$ cat src/rtl/mstep_pkg.sv
package mstep_pkg;

    typedef struct packed {
        logic n;
        logic z;
        logic v;
        logic c;
    } ccode_t;

    typedef enum logic [1:0] {
        SQ_IDLE = 2'd0,
        SQ_RUN  = 2'd1,
        SQ_FIN  = 2'd2
    } sq_state_t;

endpackage

$ cat src/rtl/mstep_core.sv
module mstep_core
    import mstep_pkg::*;
#(
    parameter int DW = 32
) (
    input  logic [DW-1:0]   src1,
    input  logic [DW-1:0]   src2,
    input  logic [DW-1:0]   y_cur,
    input  logic            n_cur,
    input  logic            v_cur,
    input  logic            add_en,
    output logic [DW-1:0]   res,
    output logic [DW-1:0]   y_nx,
    output ccode_t          icc
);

    logic [DW-1:0] part;
    logic [DW-1:0] addend;
    logic [DW:0]   sum;

    always_comb begin
        part   = {n_cur ^ v_cur, src1[DW-1:1]};
        addend = (y_cur[0] && add_en) ? src2 : '0;
        sum    = {1'b0, part} + {1'b0, addend};
        res    = sum[DW-1:0];
        y_nx   = {src1[0], y_cur[DW-1:1]};
        icc.n  = sum[DW-1];
        icc.z  = (sum[DW-1:0] == '0);
        icc.v  = (part[DW-1] == addend[DW-1]) && (sum[DW-1] != part[DW-1]);
        icc.c  = sum[DW];
    end

endmodule

$ cat src/rtl/mstep_seq.sv
module mstep_seq
    import mstep_pkg::*;
#(
    parameter int DW = 32
) (
    input  logic            clk,
    input  logic            rst_n,
    input  logic            go,
    input  logic [DW-1:0]   mcand_in,
    input  logic [DW-1:0]   mplier_in,
    output logic            busy,
    output logic            done,
    output logic [2*DW-1:0] prod
);

    localparam int CNT_W = $clog2(DW);
    localparam logic [CNT_W-1:0] LAST_STEP = CNT_W'(DW - 1);

    typedef struct packed {
        sq_state_t         st;
        logic [CNT_W-1:0]  cnt;
        logic [DW-1:0]     acc;
        logic [DW-1:0]     yreg;
        logic              n;
        logic              v;
        logic [DW-1:0]     mcand;
        logic [DW-1:0]     mplier;
        logic              done;
        logic [2*DW-1:0]   prod;
    } seq_t;

    seq_t sq_d, sq_q;

    logic [DW-1:0] core_res;
    logic [DW-1:0] core_y;
    ccode_t        core_icc;
    logic          seq_unused;

    mstep_core #(.DW(DW)) u_core (
        .src1   (sq_q.acc),
        .src2   (sq_q.mcand),
        .y_cur  (sq_q.yreg),
        .n_cur  (sq_q.n),
        .v_cur  (sq_q.v),
        .add_en (sq_q.st == SQ_RUN),
        .res    (core_res),
        .y_nx   (core_y),
        .icc    (core_icc)
    );

    assign seq_unused = core_icc.z ^ core_icc.c;

    always_comb begin
        sq_d      = sq_q;
        sq_d.done = 1'b0;
        case (sq_q.st)
            SQ_IDLE: begin
                if (go) begin
                    sq_d.st     = SQ_RUN;
                    sq_d.cnt    = '0;
                    sq_d.acc    = '0;
                    sq_d.yreg   = mplier_in;
                    sq_d.n      = 1'b0;
                    sq_d.v      = 1'b0;
                    sq_d.mcand  = mcand_in;
                    sq_d.mplier = mplier_in;
                end
            end
            SQ_RUN: begin
                sq_d.acc  = core_res;
                sq_d.yreg = core_y;
                sq_d.n    = core_icc.n;
                sq_d.v    = core_icc.v;
                sq_d.cnt  = sq_q.cnt + CNT_W'(1);
                if (sq_q.cnt == LAST_STEP) begin
                    sq_d.st = SQ_FIN;
                end
            end
            SQ_FIN: begin
                sq_d.prod = {core_res + (sq_q.mcand[DW-1] ? sq_q.mplier : '0), core_y};
                sq_d.done = 1'b1;
                sq_d.st   = SQ_IDLE;
            end
            default: sq_d.st = SQ_IDLE;
        endcase
    end

    always_ff @(posedge clk) begin
        if (!rst_n) begin
            sq_q <= '0;
        end else begin
            sq_q <= sq_d;
        end
    end

    assign busy = (sq_q.st != SQ_IDLE);
    assign done = sq_q.done;
    assign prod = sq_q.prod;

endmodule

$ cat src/rtl/mstep_unit.sv
module mstep_unit
    import mstep_pkg::*;
#(
    parameter int DW = 32
) (
    input  logic            clk,
    input  logic            rst_n,
    input  logic            stp_go,
    input  logic [DW-1:0]   stp_src1,
    input  logic [DW-1:0]   stp_src2,
    input  logic [DW-1:0]   stp_y,
    input  logic            stp_n,
    input  logic            stp_v,
    output logic            stp_valid,
    output logic [2*DW-1:0] stp_rd,
    output logic [DW-1:0]   stp_y_nx,
    output logic [3:0]      stp_icc,
    output logic [3:0]      stp_xcc,
    input  logic            mul_go,
    input  logic [DW-1:0]   mul_a,
    input  logic [DW-1:0]   mul_b,
    output logic            mul_busy,
    output logic            mul_valid,
    output logic [2*DW-1:0] mul_prod
);

    typedef struct packed {
        logic            valid;
        logic [DW-1:0]   res;
        logic [DW-1:0]   y;
        ccode_t          icc;
        ccode_t          xcc;
    } step_t;

    step_t st_d, st_q;

    logic [DW-1:0] c_res;
    logic [DW-1:0] c_y;
    ccode_t        c_icc;

    mstep_core #(.DW(DW)) u_core (
        .src1   (stp_src1),
        .src2   (stp_src2),
        .y_cur  (stp_y),
        .n_cur  (stp_n),
        .v_cur  (stp_v),
        .add_en (1'b1),
        .res    (c_res),
        .y_nx   (c_y),
        .icc    (c_icc)
    );

    always_comb begin
        st_d       = st_q;
        st_d.valid = stp_go;
        if (stp_go) begin
            st_d.res   = c_res;
            st_d.y     = c_y;
            st_d.icc   = c_icc;
            st_d.xcc.n = 1'b0;
            st_d.xcc.z = c_icc.z;
            st_d.xcc.v = 1'b0;
            st_d.xcc.c = 1'b0;
        end
    end

    always_ff @(posedge clk) begin
        if (!rst_n) begin
            st_q <= '0;
        end else begin
            st_q <= st_d;
        end
    end

    assign stp_valid = st_q.valid;
    assign stp_rd    = {{DW{1'b0}}, st_q.res};
    assign stp_y_nx  = st_q.y;
    assign stp_icc   = st_q.icc;
    assign stp_xcc   = st_q.xcc;

    mstep_seq #(.DW(DW)) u_seq (
        .clk       (clk),
        .rst_n     (rst_n),
        .go        (mul_go),
        .mcand_in  (mul_a),
        .mplier_in (mul_b),
        .busy      (mul_busy),
        .done      (mul_valid),
        .prod      (mul_prod)
    );

endmodule

$ cat config.mk
export PLATFORM = sky130hd
export DESIGN_NAME = mstep_unit
export DESIGN_NICKNAME = d
export VERILOG_FILES = /design/src/rtl/mstep_pkg.sv /design/src/rtl/mstep_core.sv /design/src/rtl/mstep_seq.sv /design/src/rtl/mstep_unit.sv
export SDC_FILE = /design/constraint.sdc
export NUM_CORES = 1
export LEC_CHECK = 0
export BUFFER_PORTS_ARGS = -buffer_cell sky130_fd_sc_hd__buf_2
export CORE_ASPECT_RATIO = 1.5
export CORE_MARGIN = 3
export CORE_UTILIZATION = 25
export CTS_CLUSTER_SIZE = 14
export DETAILED_ROUTE_END_ITERATION = 10
export PLACE_DENSITY = 0.39
export SYNTH_ARGS = -nofsm -noshare
export SYNTH_HDL_FRONTEND = slang
export SYNTH_SLANG_ARGS = --single-unit
export TNS_END_PERCENT = 5
$ cat constraint.sdc
create_clock -name clk -period 5.9 [get_ports clk]
set_input_delay 0.885 -clock clk [delete_from_list [all_inputs] [get_ports clk]]
set_output_delay 0.885 -clock clk [all_outputs]
set_load 0.02 [all_outputs]
* After elaboration in Yosys (flattened, before gate mapping)
Cells that the tools add are included.
Operators by class: $add $sub $neg 4, eq/ne operators 9, multiplexer cells 8, bitwise gates (word level) 2, reduce and logical (&&, ||, !) cells 10
Operators with widths (count):
- case mux 71 bit (2 select lines) | 1
- two-way mux 137 bit | 1
- two-way mux 32 bit | 3
- two-way mux 65 bit | 1
- adder 32 bit | 2
- adder 32 x 32 -> 33 bit | 1
- zero test 32 bit | 1
- AND reduction 2 bit | 3
- adder 5 x 1 -> 5 bit (second input constant) | 1
- == test 5 bit (second input constant) | 1
- case mux 2 bit (2 select lines) | 1
- nonzero test 2 bit | 2
- logical AND 1 bit | 3
- == test 1 bit | 2
- == test 2 x 1 -> 1 bit (second input constant) | 1
- == test 2 bit (second input constant) | 1
- zero test 2 bit | 1
- two-way mux 2 bit | 1
- != test 1 bit | 2
- != test 2 x 1 -> 1 bit (second input constant) | 1
- != test 2 bit (second input constant) | 1
- bitwise XOR 1 bit | 2
Storage, ports and cells: bits in registers 271, bits of input ports 166, output and inout bits 171

* Logic depth before layout (Yosys ltp)
depth in word-level cells 7, mapped depth 27

* Modules after synthesis
A second synthesis with hierarchy kept.
Second synthesis, totals: cells, all modules 2099, area, all modules 16734.8 µm²
Modules (own cells, without submodules):
- mstep_seq | instances 1, cells each 1216, area an instance 9474.1 µm², seq. area each 4043.9 µm²
- mstep_core | instances 2, cells each 312, area an instance 2193.4 µm², seq. area each 0.0 µm²
- mstep_unit | instances 1, cells each 259, area an instance 2874.0 µm², seq. area each 1381.3 µm²

* Least setup slack after synthesis
No wires, ideal clock.
path type register -> register, start register u_seq.sq_q[200] in the netlist's numbering, end register u_seq.sq_q, in the netlist u_seq.prod[63], setup time 0.086 ns, arrival 5.280 ns, required time 5.814 ns, setup slack 0.534 ns, stages on the path, launching flop included 25, path through dfxtp_1 nor2b_1 clkbuf_1 clkbuf_1 and3_1 ha_1 nor2b_1 o21a_1 o21ai_0 a21oi_1 or3b_2 a21oi_1 xnor2_1 ha_1 clkbuf_1 a21oi_1 o21ai_0 a2111oi_1 a211oi_1 a211oi_2 nor3_1 o31a_1 nor2_1 xnor3_1 a211oi_1
On the way: cells in the longest elaborated chain, start to end 5
RTL lines:
- from (decl) | RTL line mstep_seq.sv:32 | seq_t sq_d, sq_q;
- from (signal assigned) | RTL line mstep_seq.sv:92 | sq_q <= sq_d;
- == test 2 x 1 -> 1 bit | RTL line mstep_seq.sv:45 | .add_en (sq_q.st == SQ_RUN),
- logical AND 1 bit | RTL line mstep_core.sv:23 | addend = (y_cur[0] && add_en) ? src2 : '0;
- two-way mux 32 bit | RTL line mstep_core.sv:23
- adder 32 bit | RTL line mstep_core.sv:24 | sum = {1'b0, part} + {1'b0, addend};
- adder 32 bit | RTL line mstep_seq.sv:80 | sq_d.prod = {core_res + (sq_q.mcand[DW-1] ? sq_q.mplier : '0), core_y};
Parallel ways exist; a longest one is shown, timed or not. A chain may end at the register's enable or synchronous reset.

* Worst setup path in the final report
Same ends and word-level chain as after synthesis.

==> flow_summary_export.csv <==
group,metric,value,unit
yosys,synthDominantAreaCellType,"sky130_fd_sc_hd__dfxtp_1",
yosys,synth-edff-count,0,
global_routing,groute.usage.overall,16.5,%
yosys,yosysMostFrequentCell,"sky130_fd_sc_hd__nand2_1",
yosys,total_standard_cell_area_after_synthesis,16200,sq um
yosys,postSynthCellCount,2018,
drt,finalWirelength,57700,microns
setup_path,ff2ff_path_depth,22,
yosys,post-synth-top-area-fraction,33.3,%
drt,postRouteAntennaNets,0,
clocking,clock_transition_at_the_registers_of_the_reported_paths,70,ps
drt,firstDrtPassIters,5,
layout,final_cell_area,18900,sq um
setup_path,crit_arrival,5990,ps
drt,drcViolationCount,0,
clocking,cts_buffer_depth,3,
layout,multi_input_comb_area,9600,sq um
floorplanning,placementRows,113,
layout,post_layout_nonfiller_instances,3027,
floorplanning,start_util,25.4,%
layout,sequential_cell_area,5390,sq um
yosys,ys_dominant_reg_cell,"sky130_fd_sc_hd__dfxtp_1",
layout,fillers,6966,
yosys,sequential_to_total_area_share_from_yosys_stat,33.3,%
global_routing,first_global_vias,14900,
yosys,ys_warn_count,0,
setup_path,worst_r2r_startpoint,"u_seq.sq_q[200]$_SDFFE_PN0P_",
global_routing,global_route_wire_length_before_repair,86300,microns
setup_path,crit_fanout,15,
timing,timing_max_transition_violations_final,0,
yosys,synth_top_cells_by_count,"sky130_fd_sc_hd__nand2_1, sky130_fd_sc_hd__dfxtp_1, sky130_fd_sc_hd__a21oi_1",
drt,via_per_inst,4.80,
yosys,synth_seq_cells,269,
global_routing,global_route_total_overflow,0,
timing,finalWorstPathRequiredPeriod,5520,ps
layout,area_delta_synth_final,17.3,%
global_routing,grtUsageMet3,3.52,%
yosys,synthesis.area_per_instance,8.00,sq um
clocking,tritoncts.num_buffers,34,
setup_path,worst_setup_path_startpoint,"u_seq.sq_q[200]$_SDFFE_PN0P_",
timing,post-route-worst-setup-slack,376,ps
timing,final.period_utilization,93.6,%
clocking,numClockSinks,269,
global_routing,grt_antenna_before_repair,2,
global_routing,grtUsageMet1,16.9,%
placed_design,dpl-instance-area,17800,sq um
placed_design,place_hpwl,43100,microns
setup_path,cp-endpoint,"u_seq.prod[63]$_SDFFE_PN0P_",
layout,final_layout_size_suffix_gt1_share,20.2,%
timing,timing_hold_violations_final,0,
setup_path,setup.reg_to_reg.worst_slack,380,ps
layout,postLayoutCoreUtil,29.8,%
setup_path,worst_setup_path_end_kind,"register",
global_routing,pin_count_of_the_biggest_net_entering_global_routing,96,
drt,vias,14500,
drt,drt_first_iter_violations,667,
clocking,hold_bufs_at_cts,0,
power,power.leakage,8.71,nW
placed_design,finalWeightedCongestion,0.842,
floorplanning,core-area,63600,sq um
floorplanning,ios,337,
global_routing,top_usage_layer,"met2",
timing,maxClockFrequency,181,MHz
placed_design,port_buffers,301,
setup_path,setup.worst_path.class,"register to register",
clocking,clock_latency,560,ps
hold_path,min_path_type,"register to register",
setup_path,worst_ep_required_time,6370,ps
timing,final-setup-viol-count,0,
clocking,tritoncts_clock_tree,"done",
yosys,yosysUniqueCellTypes,74,
setup_path,regToRegEndpoint,"u_seq.prod[63]$_SDFFE_PN0P_",
run,maxCapViolCount,0,
power,powerDensity,253,nW/um^2
status,outcome,"completed",
clocking,cts.root.buffer_cell,"sky130_fd_sc_hd__clkbuf_16",
placed_design,preCtsSetupSlack,240,ps
yosys,asyncSetResetFlopFracSynth,0,%
floorplanning,design.die.area,67800,sq um
setup_path,startpoint_kind_of_the_worst_setup_timing_path,"register",
yosys,ys_top_cells_by_area,"sky130_fd_sc_hd__dfxtp_1, sky130_fd_sc_hd__ha_1, sky130_fd_sc_hd__a21oi_1",
layout,design.final.nets,2469,
drt,route.detailed.wl_per_inst,19.1,microns
timing,slew_headroom,24.7,%
power,peakVddDrop,0.000144,V
global_routing,met2_usage,32.4,%
timing,worst_setup_skew_after_layout,26.6,ps
floorplanning,chip_width,214,microns
timing,worst_slew_pin_slew,1130,ps
floorplanning,dieHeight,317,microns
placed_design,place_inst,2967,
clocking,cts_max_level,2,
## cells in the final DEF (no fill, tap or decap), types with 5 or more instances in the layout
cell,instances
sky130_fd_sc_hd__o311ai_0,7
sky130_fd_sc_hd__inv_1,32
sky130_fd_sc_hd__clkbuf_1,5
sky130_fd_sc_hd__nand2_1,298
sky130_fd_sc_hd__clkinv_2,5
sky130_fd_sc_hd__nand3b_1,7
sky130_fd_sc_hd__nand3_1,24
sky130_fd_sc_hd__clkbuf_8,6
sky130_fd_sc_hd__nor2_1,169
sky130_fd_sc_hd__nand2b_1,16
sky130_fd_sc_hd__o21ai_0,51
sky130_fd_sc_hd__o21a_1,13
sky130_fd_sc_hd__nor3_1,19
sky130_fd_sc_hd__xnor2_1,50
sky130_fd_sc_hd__ha_1,100
sky130_fd_sc_hd__conb_1,35
sky130_fd_sc_hd__and2_1,68
sky130_fd_sc_hd__buf_2,300
sky130_fd_sc_hd__a211oi_1,18
sky130_fd_sc_hd__dfxtp_1,268
sky130_fd_sc_hd__clkbuf_16,34
sky130_fd_sc_hd__buf_4,30
sky130_fd_sc_hd__nand4_1,10
sky130_fd_sc_hd__a22o_1,14
sky130_fd_sc_hd__or2_2,6
sky130_fd_sc_hd__a31oi_1,13
sky130_fd_sc_hd__o21bai_1,10
sky130_fd_sc_hd__a21o_1,41
sky130_fd_sc_hd__a22oi_1,20
sky130_fd_sc_hd__a21oi_1,242
sky130_fd_sc_hd__mux2i_1,64
sky130_fd_sc_hd__and4_1,6
sky130_fd_sc_hd__and3_1,42
sky130_fd_sc_hd__o221a_2,33
sky130_fd_sc_hd__nor2b_1,44
sky130_fd_sc_hd__xor2_1,27
## kinds of logic (layout without fill, tap and decap cells)
logic type | after synthesis | in the layout | share of synthesized area (%)
buf+inv | 252 | 421 | 8.26
mux | 66 | 66 | 4.11
other cells | 1 | 36 | 0.0232
xor+xnor | 78 | 78 | 4.31
fa+ha+maj | 104 | 104 | 8.20
flops | 269 | 269 | 33.3
compound gates | 512 | 512 | 20.5
simple gates | 736 | 736 | 21.2
## routing by layer
metal  vias up  wire (microns)
li1       7260               -
met1      6797           21700
met2       379           30800
met3        90            3050
met4         2            2130
met5         -              13
## worst min-delay path by stage
stage	from	endpoint	slack, ps	cells after the start
finish	u_seq.prod[55]$_SDFFE_PN0P_	u_seq.prod[55]$_SDFFE_PN0P_	450	2
CTS	u_seq.prod[55]$_SDFFE_PN0P_	u_seq.prod[55]$_SDFFE_PN0P_	450	2
global route	u_seq.sq_q[81]$_SDFFE_PN0P_	u_seq.sq_q[81]$_SDFFE_PN0P_	470	2
global placement	u_seq.prod[53]$_SDFFE_PN0P_	u_seq.prod[53]$_SDFFE_PN0P_	440	2
floorplan	u_seq.sq_q[192]$_SDFFE_PN0P_	u_seq.sq_q[192]$_SDFFE_PN0P_	430	2
detailed placement	u_seq.prod[51]$_SDFFE_PN0P_	u_seq.prod[51]$_SDFFE_PN0P_	440	2
## registers in the layout, indices dropped and copies added (netlist names)
register,flops
stp_icc,2
u_seq.sq_q,136
stp_valid,1
u_seq.prod,64
u_seq.done,1
stp_y_nx,32
stp_xcc,1
stp_rd,32
## power breakdown
| group | internal [W] | switching [W] |
|---|---|---|
| logic | 0.000272 | 0.000456 |
| clock network | 0.00123 | 0.000883 |
| registers | 0.00190 | 0.0000526 |
## through the flow
step	setup TNS (ps)	total power, W	hold slack [ps]
after global routing	-8.28	0.00504	467
final	0	0.00479	448
after floorplan	0	0.00248	430
after CTS	0	0.00491	451
after detailed placement	0	0.00273	443
after global placement	0	0.00273	437
## critical path, cell delays in order, from the launching register on
cell                        delay, ps
sky130_fd_sc_hd__dfxtp_2          320
sky130_fd_sc_hd__nor2b_2          220
sky130_fd_sc_hd__buf_4            230
sky130_fd_sc_hd__and3_1           170
sky130_fd_sc_hd__ha_1             260
sky130_fd_sc_hd__nor2b_1          150
sky130_fd_sc_hd__o21a_1           180
sky130_fd_sc_hd__o21ai_2          160
sky130_fd_sc_hd__a21oi_1          130
sky130_fd_sc_hd__or3b_2           460
sky130_fd_sc_hd__a21oi_1          190
sky130_fd_sc_hd__xnor2_1          220
sky130_fd_sc_hd__ha_2             400
sky130_fd_sc_hd__a21oi_1          150
sky130_fd_sc_hd__o21ai_0          190
sky130_fd_sc_hd__a2111oi_2        450
sky130_fd_sc_hd__a211oi_1         130
sky130_fd_sc_hd__a211oi_2         370
sky130_fd_sc_hd__nor3_1            90
sky130_fd_sc_hd__o31a_1           240
sky130_fd_sc_hd__nor2_1            90
sky130_fd_sc_hd__xnor3_1          380
sky130_fd_sc_hd__a211oi_1         230
## layout make-up
type	instances	share of cell area [%]
inverters	33	0.680
flip-flops and latches	269	28.4
clock inverters	13	0.753
well taps	805	5.32
diodes	1	0.0132
multi-input cells	1531	50.7
clock buffers	45	5.03
repair buffers	330	9.11
## what timing repair did
action,CTS,global route
hold endpoints to repair,0,0
setup buffers,0,1
resized for setup,0,5
setup endpoints to repair,0,4
No activity file was read; power rests on OpenSTA's default activity.
